==> config.mk <==
export PLATFORM = sky130hd
export DESIGN_NAME = dual_mode_residue_mult
export DESIGN_NICKNAME = d
export VERILOG_FILES = /design/src/rtl/dmm_pkg.sv /design/src/rtl/dmm_route.sv /design/src/rtl/dmm_lane.sv /design/src/rtl/dmm_merge.sv /design/src/rtl/dual_mode_residue_mult.sv
export SDC_FILE = /design/constraint.sdc
export NUM_CORES = 2
export LEC_CHECK = 0
export BUFFER_PORTS_ARGS = -buffer_cell sky130_fd_sc_hd__buf_2
export CORE_AREA = 2 2 419 421
export CTS_CLUSTER_DIAMETER = 40
export DETAILED_ROUTE_END_ITERATION = 10
export DIE_AREA = 0 0 421 423
export GPL_TIMING_DRIVEN = 0
export HOLD_SLACK_MARGIN = 0.05
export SETUP_SLACK_MARGIN = 0.05
export SLEW_MARGIN = 15
export SYNTH_ARGS = -nofsm -noshare
export SYNTH_HDL_FRONTEND = slang
export SYNTH_SLANG_ARGS = --single-unit
==> constraint.sdc <==
create_clock -name clk_i -period 8.3 [get_ports clk_i]
set_clock_uncertainty 0.15 [all_clocks]
set_input_delay 1.66 -clock clk_i [delete_from_list [all_inputs] [get_ports clk_i]]
set_output_delay 1.66 -clock clk_i [all_outputs]
set_load 0.05 [all_outputs]
==> src/rtl/dmm_pkg.sv <==
package dmm_pkg;
  typedef enum logic {
    MODE_WIDE = 1'b0,
    MODE_PAIR = 1'b1
  } dmm_mode_e;

  localparam int unsigned LANES = 2;
endpackage

==> src/rtl/dmm_route.sv <==
// Stage 1: steer operands onto the two lane multipliers.
module dmm_route #(
  parameter int unsigned OP_W = 35,
  parameter int unsigned K_W  = 25
) (
  input  logic                                     clk_i,
  input  logic                                     rst_ni,
  input  logic                                     valid_i,
  input  logic                                     mode_i,
  input  logic [OP_W-1:0]                          op_a_i,
  input  logic [OP_W-1:0]                          op_b_i,
  input  logic [OP_W-1:0]                          op_c_i,
  input  logic [K_W-1:0]                           const0_i,
  input  logic [K_W-1:0]                           const1_i,
  output logic [dmm_pkg::LANES-1:0][OP_W-1:0]      x_o,
  output logic [dmm_pkg::LANES-1:0][K_W-1:0]       y_o,
  output logic                                     mode_o,
  output logic                                     valid_o
);
  import dmm_pkg::*;
  localparam int unsigned HI_W = OP_W - K_W;  // requires K_W >= HI_W

  logic [LANES-1:0][OP_W-1:0] x_d;
  logic [LANES-1:0][K_W-1:0]  y_d;

  always_comb begin
    x_d = '0;
    y_d = '0;
    if (valid_i) begin
      if (dmm_mode_e'(mode_i) == MODE_PAIR) begin
        x_d[0] = op_a_i;
        y_d[0] = const0_i;
        x_d[1] = op_c_i;
        y_d[1] = const1_i;
      end else begin
        x_d[0] = op_a_i;
        y_d[0] = op_b_i[K_W-1:0];
        x_d[1] = op_a_i;
        y_d[1] = {{(K_W-HI_W){1'b0}}, op_b_i[OP_W-1:K_W]};
      end
    end
  end

  always_ff @(posedge clk_i or negedge rst_ni) begin
    if (!rst_ni) begin
      x_o     <= '0;
      y_o     <= '0;
      mode_o  <= 1'b0;
      valid_o <= 1'b0;
    end else begin
      x_o     <= x_d;
      y_o     <= y_d;
      mode_o  <= valid_i & mode_i;
      valid_o <= valid_i;
    end
  end
endmodule

==> src/rtl/dmm_lane.sv <==
// Stage 2: one registered OP_W x K_W unsigned multiplier.
module dmm_lane #(
  parameter int unsigned OP_W = 35,
  parameter int unsigned K_W  = 25
) (
  input  logic                  clk_i,
  input  logic                  rst_ni,
  input  logic [OP_W-1:0]       x_i,
  input  logic [K_W-1:0]        y_i,
  output logic [OP_W+K_W-1:0]   p_o
);
  localparam int unsigned NP_W = OP_W + K_W;

  always_ff @(posedge clk_i or negedge rst_ni) begin
    if (!rst_ni) p_o <= '0;
    else         p_o <= NP_W'(x_i) * NP_W'(y_i);
  end
endmodule

==> src/rtl/dmm_merge.sv <==
// Stage 3: align and add wide partials. Stage 4: mode-gated outputs.
module dmm_merge #(
  parameter int unsigned OP_W = 35,
  parameter int unsigned K_W  = 25
) (
  input  logic                                   clk_i,
  input  logic                                   rst_ni,
  input  logic [dmm_pkg::LANES-1:0][OP_W+K_W-1:0] p_i,
  input  logic                                   mode_i,
  input  logic                                   valid_i,
  output logic                                   valid_o,
  output logic                                   mode_o,
  output logic [2*OP_W-1:0]                      wide_o,
  output logic [OP_W+K_W-1:0]                    pair0_o,
  output logic [OP_W+K_W-1:0]                    pair1_o
);
  import dmm_pkg::*;
  localparam int unsigned NP_W   = OP_W + K_W;
  localparam int unsigned PROD_W = 2 * OP_W;
  localparam int unsigned EXT_W  = PROD_W - NP_W;

  logic [PROD_W-1:0] sum_d, sum_q;
  logic [NP_W-1:0]   n0_q, n1_q;
  logic              mode_q, valid_q;

  assign sum_d = {{EXT_W{1'b0}}, p_i[0]} + ({{EXT_W{1'b0}}, p_i[1]} << K_W);

  always_ff @(posedge clk_i or negedge rst_ni) begin
    if (!rst_ni) begin
      sum_q   <= '0;
      n0_q    <= '0;
      n1_q    <= '0;
      mode_q  <= 1'b0;
      valid_q <= 1'b0;
    end else begin
      sum_q   <= sum_d;
      n0_q    <= p_i[0];
      n1_q    <= p_i[1];
      mode_q  <= mode_i;
      valid_q <= valid_i;
    end
  end

  always_ff @(posedge clk_i or negedge rst_ni) begin
    if (!rst_ni) begin
      valid_o <= 1'b0;
      mode_o  <= 1'b0;
      wide_o  <= '0;
      pair0_o <= '0;
      pair1_o <= '0;
    end else begin
      valid_o <= valid_q;
      mode_o  <= valid_q & mode_q;
      wide_o  <= (valid_q && dmm_mode_e'(mode_q) == MODE_WIDE) ? sum_q : '0;
      pair0_o <= (valid_q && dmm_mode_e'(mode_q) == MODE_PAIR) ? n0_q : '0;
      pair1_o <= (valid_q && dmm_mode_e'(mode_q) == MODE_PAIR) ? n1_q : '0;
    end
  end
endmodule

==> src/rtl/dual_mode_residue_mult.sv <==
module dual_mode_residue_mult #(
  parameter int unsigned OP_W = 35,
  parameter int unsigned K_W  = 25
) (
  input  logic                   clk_i,
  input  logic                   rst_ni,
  input  logic                   valid_i,
  input  logic                   mode_i,
  input  logic [OP_W-1:0]        op_a_i,
  input  logic [OP_W-1:0]        op_b_i,
  input  logic [OP_W-1:0]        op_c_i,
  input  logic [K_W-1:0]         const0_i,
  input  logic [K_W-1:0]         const1_i,
  output logic                   valid_o,
  output logic                   mode_o,
  output logic [2*OP_W-1:0]      wide_o,
  output logic [OP_W+K_W-1:0]    pair0_o,
  output logic [OP_W+K_W-1:0]    pair1_o
);
  import dmm_pkg::*;
  localparam int unsigned NP_W = OP_W + K_W;

  logic [LANES-1:0][OP_W-1:0] s1_x;
  logic [LANES-1:0][K_W-1:0]  s1_y;
  logic                       s1_mode, s1_valid;
  logic [LANES-1:0][NP_W-1:0] s2_p;
  logic                       s2_mode, s2_valid;

  dmm_route #(.OP_W(OP_W), .K_W(K_W)) u_route (
    .clk_i    (clk_i),
    .rst_ni   (rst_ni),
    .valid_i  (valid_i),
    .mode_i   (mode_i),
    .op_a_i   (op_a_i),
    .op_b_i   (op_b_i),
    .op_c_i   (op_c_i),
    .const0_i (const0_i),
    .const1_i (const1_i),
    .x_o      (s1_x),
    .y_o      (s1_y),
    .mode_o   (s1_mode),
    .valid_o  (s1_valid)
  );

  for (genvar g = 0; g < LANES; g++) begin : g_lane
    dmm_lane #(.OP_W(OP_W), .K_W(K_W)) u_lane (
      .clk_i  (clk_i),
      .rst_ni (rst_ni),
      .x_i    (s1_x[g]),
      .y_i    (s1_y[g]),
      .p_o    (s2_p[g])
    );
  end

  // mode tag rides alongside the lane registers
  always_ff @(posedge clk_i or negedge rst_ni) begin
    if (!rst_ni) begin
      s2_mode  <= 1'b0;
      s2_valid <= 1'b0;
    end else begin
      s2_mode  <= s1_mode;
      s2_valid <= s1_valid;
    end
  end

  dmm_merge #(.OP_W(OP_W), .K_W(K_W)) u_merge (
    .clk_i   (clk_i),
    .rst_ni  (rst_ni),
    .p_i     (s2_p),
    .mode_i  (s2_mode),
    .valid_i (s2_valid),
    .valid_o (valid_o),
    .mode_o  (mode_o),
    .wide_o  (wide_o),
    .pair0_o (pair0_o),
    .pair1_o (pair1_o)
  );
endmodule

# After elaboration in Yosys (flattened, before gate mapping)
# Index checks and enable logic that the tools add are counted.
dict set report word_totals {
  register_bits 628
  input_bits 159
  output_inout_bits 192
  elab_cells 35
}
dict set report classes {
  n_addsub 1
  mul 2
  mux 7
  bitwise_logic 3
  n_reduce_logical 2
}
# operator n
set op_table {}
lappend op_table {{$mux 70} 3}
lappend op_table {{$mul 35x25->60} 2}
lappend op_table {{$mux 60} 2}
lappend op_table {{$mux 50} 2}
lappend op_table {{$add 60x70->70} 1}
lappend op_table {{$and 1x1->1} 2}
lappend op_table {{$logic_and 1x1->1} 2}
lappend op_table {{$not 1->1} 1}

# Depth between registers and ports, before layout
dict set report depth {
  depth_word 3
  depth_mapped 27
  mapped_depth_nobuf 25
}

# Cells and area by module
# Synthesis repeated with hierarchy kept, for this count alone.
dict set report unflattened {
  hier_cells 7779
  area_unflattened_um2 76774.9
}
# module instances cells_per_inst area_per_inst_um2 seq_area_each_um2
set by_module_without_submodules {}
lappend by_module_without_submodules {{dmm_lane at g_lane[0].u_lane} 1 3276 29786.1 1501.4}
lappend by_module_without_submodules {{dmm_lane at g_lane[1].u_lane} 1 3269 29764.8 1501.4}
lappend by_module_without_submodules {dmm_merge 1 896 12498.2 8983.6}
lappend by_module_without_submodules {dmm_route 1 336 4675.7 3052.9}
lappend by_module_without_submodules {dual_mode_residue_mult 1 2 50.0 50.0}

# Worst setup path before layout
# No wires, ideal clock.
dict set report synth_timing {
  path_kind {reg2reg}
  from {register u_route.y_o[29] in the netlist's numbering}
  to {register g_lane[1].u_lane.p_o[53]}
  setup_ns 0.120
  t_arrival_ns 6.863
  required_ns 8.030
  path_slack_ns 1.167
  path_stages_with_launch 27
  path_buffers 2
  cell_sequence {dfrtp_1 clkbuf_1 clkbuf_1 nand2_1 fa_1 inv_1 fa_1 inv_1 fa_1 fa_1 inv_1 fa_1 fa_1 inv_1 fa_1 inv_1 ha_1 a21o_1 a31oi_1 o21ai_1 o21a_1 a221oi_1 nand2_1 a221oi_4 o311ai_2 or4_1 and4_1}
}
dict set report synth_via {
  elab_chain_len 1
}
# item line_no
set synth_lines {}
lappend synth_lines {{start, declared} dmm_route.sv:16} ;# output logic [dmm_pkg::LANES-1:0][K_W-1:0] y_o,
lappend synth_lines {{start signal, assigned} dmm_route.sv:52} ;# y_o <= y_d;
lappend synth_lines {{$mul 35x25->60} dmm_lane.sv:16} ;# else p_o <= NP_W'(x_i) * NP_W'(y_i);
lappend synth_lines {{end signal, assigned} dmm_lane.sv:16}
lappend synth_lines {{end, declared} dmm_lane.sv:10} ;# output logic [OP_W+K_W-1:0] p_o
# No other way between the ends.

# Final worst setup path
dict set report layout_timing {
  from {register u_route.y_o[13] in the netlist's numbering}
  to {register g_lane[0].u_lane.p_o[57]}
}
dict set report layout_via {
  elab_chain_len 1
}
# item line_no
set layout_lines {}
lappend layout_lines {{$mul 35x25->60} dmm_lane.sv:16}
lappend layout_lines {{end signal, assigned} dmm_lane.sv:16}
lappend layout_lines {{end, declared} dmm_lane.sv:10}
# No other way between the ends.

==> results.json <==
{
  "status": "finished clean",
  "drt-met1-wl_um": 106400,
  "met3_length_um": 23050,
  "synth_cells": 7701,
  "netlist_area_sq_mm": 0.07601,
  "hold_ws_ns": 0.1651,
  "clk_path_buf_depth": 3,
  "cts_buffers": 90,
  "cts-root-buf": "clkbuf_16",
  "async_reset_ff_frac": 1.000,
  "r2r_cells": 26,
  "min_period_ns": 8.221,
  "synth-edff-count": 0,
  "cp.arrival_ns": 8.68,
  "clk_pin_slew_ns": 0.06,
  "yosys-top-cells-area": "fa_1 40%, dfrtp_1 20%, and2_1 8.4%, inv_1 8.2%, ha_1 7.0%",
  "place_hpwl_um": 224200,
  "chipWidth_um": 421,
  "post-route-period-util": 0.9905,
  "htreeDepth": 3,
  "cp-startpoint": "u_route.y_o[13]",
  "max-slew-margin-rel": 0.1824,
  "vias": 55270,
  "hold_viol": 0,
  "cellPowerDensity_mw_per_mm2": 235.6,
  "yosysSeqAreaShare": 0.1985,
  "hold_depth": 0,
  "post-route-cell-area_sq_mm": 0.08523,
  "die_h_um": 423,
  "core-area_sq_mm": 0.1732,
  "synth_cell_types": 75,
  "fmax_mhz": 121.6,
  "synthToLayoutAreaGrowth_pct": 12.12,
  "portBuffers": 349,
  "power_frac_clock": 0.204,
  "first_iter_violations": 4318,
  "switching_share": 0.4896,
  "drt_pass1_iterations": 6,
  "antenna_found_initial": 37,
  "track_usage": 0.3096,
  "synth_nets": 9798,
  "synth_top_area_share": 0.3985,
  "io_pins": 351,
  "hold_start": "g_lane[0].u_lane.p_o[5]",
  "synth-main-ff-cell": "dfrtp_1",
  "synth_top_area_cell": "fa_1",
  "grt_pass1_wl_um": 398700,
  "routed_wl_um": 269700,
  "cts_tree": "yes",
  "start_util": 0.4388,
  "cap_violations": 0,
  "postRouteAntennaNets": 0,
  "final_nets": 10240,
  "fin_cells": 10570,
  "synth-warning-count": 0,
  "routed.top_layer": "met5",
  "leakage_uw": 0.04464,
  "ys_top_cells_by_count": "1663 x inv_1, 1513 x fa_1, 1018 x and2_1",
  "setup_viol": 0,
  "start_kind": "flop",
  "die_area_sq_mm": 0.1781,
  "row_count": 153,
  "insertion_delay_ns": 0.76,
  "overflow": 0,
  "end_kind": "flop",
  "syn_avg_cell_area_sq_um": 9.871,
  "maxSlewViolCount": 0,
  "grt_start_max_net_pins": 104,
  "synth.most_common_cell": "inv_1",
  "first_global_vias": 59620,
  "dp.cells": 10380,
  "path_max_fanout": 10,
  "ys_seq_elements": 603,
  "combPwrFrac": 0.581,
  "crit_type": "flop to flop",
  "hold_path_class": "flop to flop",
  "drc_errors": 0,
  "wl_met2_um": 121800,
  "cts_sinks": 603,
  "seq_power_share": 0.216,
  "via_per_inst": 5.228,
  "totalPowerFinal_uw": 20080,
  "drive_gt1_frac": 0.1135,
  "crit_required_ns": 8.76,
  "power.internal_uw": 10250,
  "rsz0062_at_grt": "true",
  "r2r-start": "u_route.y_o[13]",
  "ir_drop_uv": 314.7,
  "place_congestion": 0.9952,
  "place_area_sq_mm": 0.08085,
  "post_drt_wl_per_cell_um": 25.51,
  "worst_pin_slew_ns": 1.226,
  "p_sw_uw": 9828
}
sequential cells by signal, indices dropped and copies added (netlist names):
register           count
u_merge.n0_q          35
u_merge.pair0_o       60
u_route.y_o           50
u_merge.wide_o        70
u_merge.mode_q         1
u_route.mode_o         1
g_lane.u_lane.p_o    120
u_merge.valid_q        1
s2_valid               1
u_route.x_o           70
u_merge.pair1_o       60
s2_mode                1
u_merge.valid_o        1
u_merge.sum_q         70
u_merge.mode_o         1
u_route.valid_o        1
u_merge.n1_q          60
cell families after synthesis:
| family | count (synthesis) | share of synthesized area |
|---|---|---|
| AND/OR/NAND/NOR | 2422 | 0.1647 |
| buffers and inverters | 2061 | 0.1020 |
| adder cells (fa/ha/maj) | 1938 | 0.4684 |
| flip-flops | 603 | 0.1985 |
| AO/OA/AOI/OAI | 455 | 0.03960 |
| XOR/XNOR | 151 | 0.01740 |
| multiplexers | 71 | 0.009349 |
cell type report:
class / instances / area (sq um)
fill: 16260 / 88020
multi-input combinational: 5037 / 53470
sequential: 603 / 15210
inverter: 1663 / 6242
tap: 2325 / 2909
clock buffer: 101 / 2354
timing repair buffer: 370 / 2047
buffer: 375 / 1928
clock inverter: 66 / 983.4
antenna: 33 / 82.58
cells in the final DEF (no fill, tap or decap), types with 32 or more instances in the layout:
cell / count
inv_1: 1663
fa_1: 1513
and2_1: 1018
nand2_1: 954
dfrtp_1: 530
ha_1: 421
buf_2: 382
clkbuf_2: 156
a21oi_1: 152
and3_1: 151
clkbuf_1: 117
nor2b_1: 94
clkbuf_16: 90
xnor2_1: 85
nor2_1: 85
a21o_1: 73
mux2i_1: 71
o21ai_0: 69
dfrtp_2: 60
xor2_1: 53
clkbuf_4: 52
diode_2: 33
nand4_1: 33
nand3_1: 32
what timing repair did:
action	in CTS	in global routing
endpoints found under the setup margin	55	41
hold buffers	0	0
buffers inserted	0	15
hold endpoints to repair	0	0
resized for setup	304	291
pin swaps	3	14
worst paths after layout:
check,endpoint,slack (ns)
max,g_lane[0].u_lane.p_o[57],0.08
min,u_merge.sum_q[5],0.17
max reg2reg,g_lane[0].u_lane.p_o[57],0.08
min reg2reg,u_merge.sum_q[5],0.17
max in group asynchronous,u_route.y_o[30],5.10
min in group asynchronous,u_merge.wide_o[14],0.70
critical path: stages (launching register included):
cell      delay [ns]
dfrtp_1         0.56
clkbuf_2        0.41
and2_1          0.28
fa_1            0.55
inv_1           0.05
fa_1            0.48
inv_1           0.05
fa_1            0.50
inv_1           0.06
fa_1            0.55
inv_1           0.06
fa_1            0.45
fa_1            0.50
inv_1           0.05
fa_1            0.49
inv_1           0.10
ha_1            0.40
and4_1          0.30
nand3_1         0.13
a211o_1         0.25
o211ai_1        0.19
o21ai_2         0.07
buf_4           0.17
o21ai_1         0.31
a31oi_1         0.20
o21ai_0         0.38
xor2_2          0.41
stage by stage:
stage | setup TNS (ns) | util | setup slack (ns)
after floorplan | 0 | - | 1.167
after global placement | -4080.70 | 0.4656 | -6.894
after detailed placement | -35.66 | 0.4667 | -1.566
after CTS | -0.03499 | 0.4890 | -0.03499
after global routing | -0.04710 | 0.4915 | -0.04710
final | 0 | 0.4919 | 0.07922
power groups by stage:
stage / registers, uW / logic, uW / clock network [uW]
finish: 4330 / 11700 / 4090
global route: 4380 / 12800 / 4320
CTS: 4330 / 11400 / 4190
detailed placement: 4340 / 11300 / 0
global placement: 4350 / 11200 / 0
floorplan: 4400 / 7150 / 0
metal layers:
metal  vias up  global-route usage
li1      23600                   -
met1     28640              0.3961
met2      2403              0.4831
met3       626             0.06868
met4         8              0.1845
met5         -                   0
Note: power is estimated with default switching activity, not from simulation.
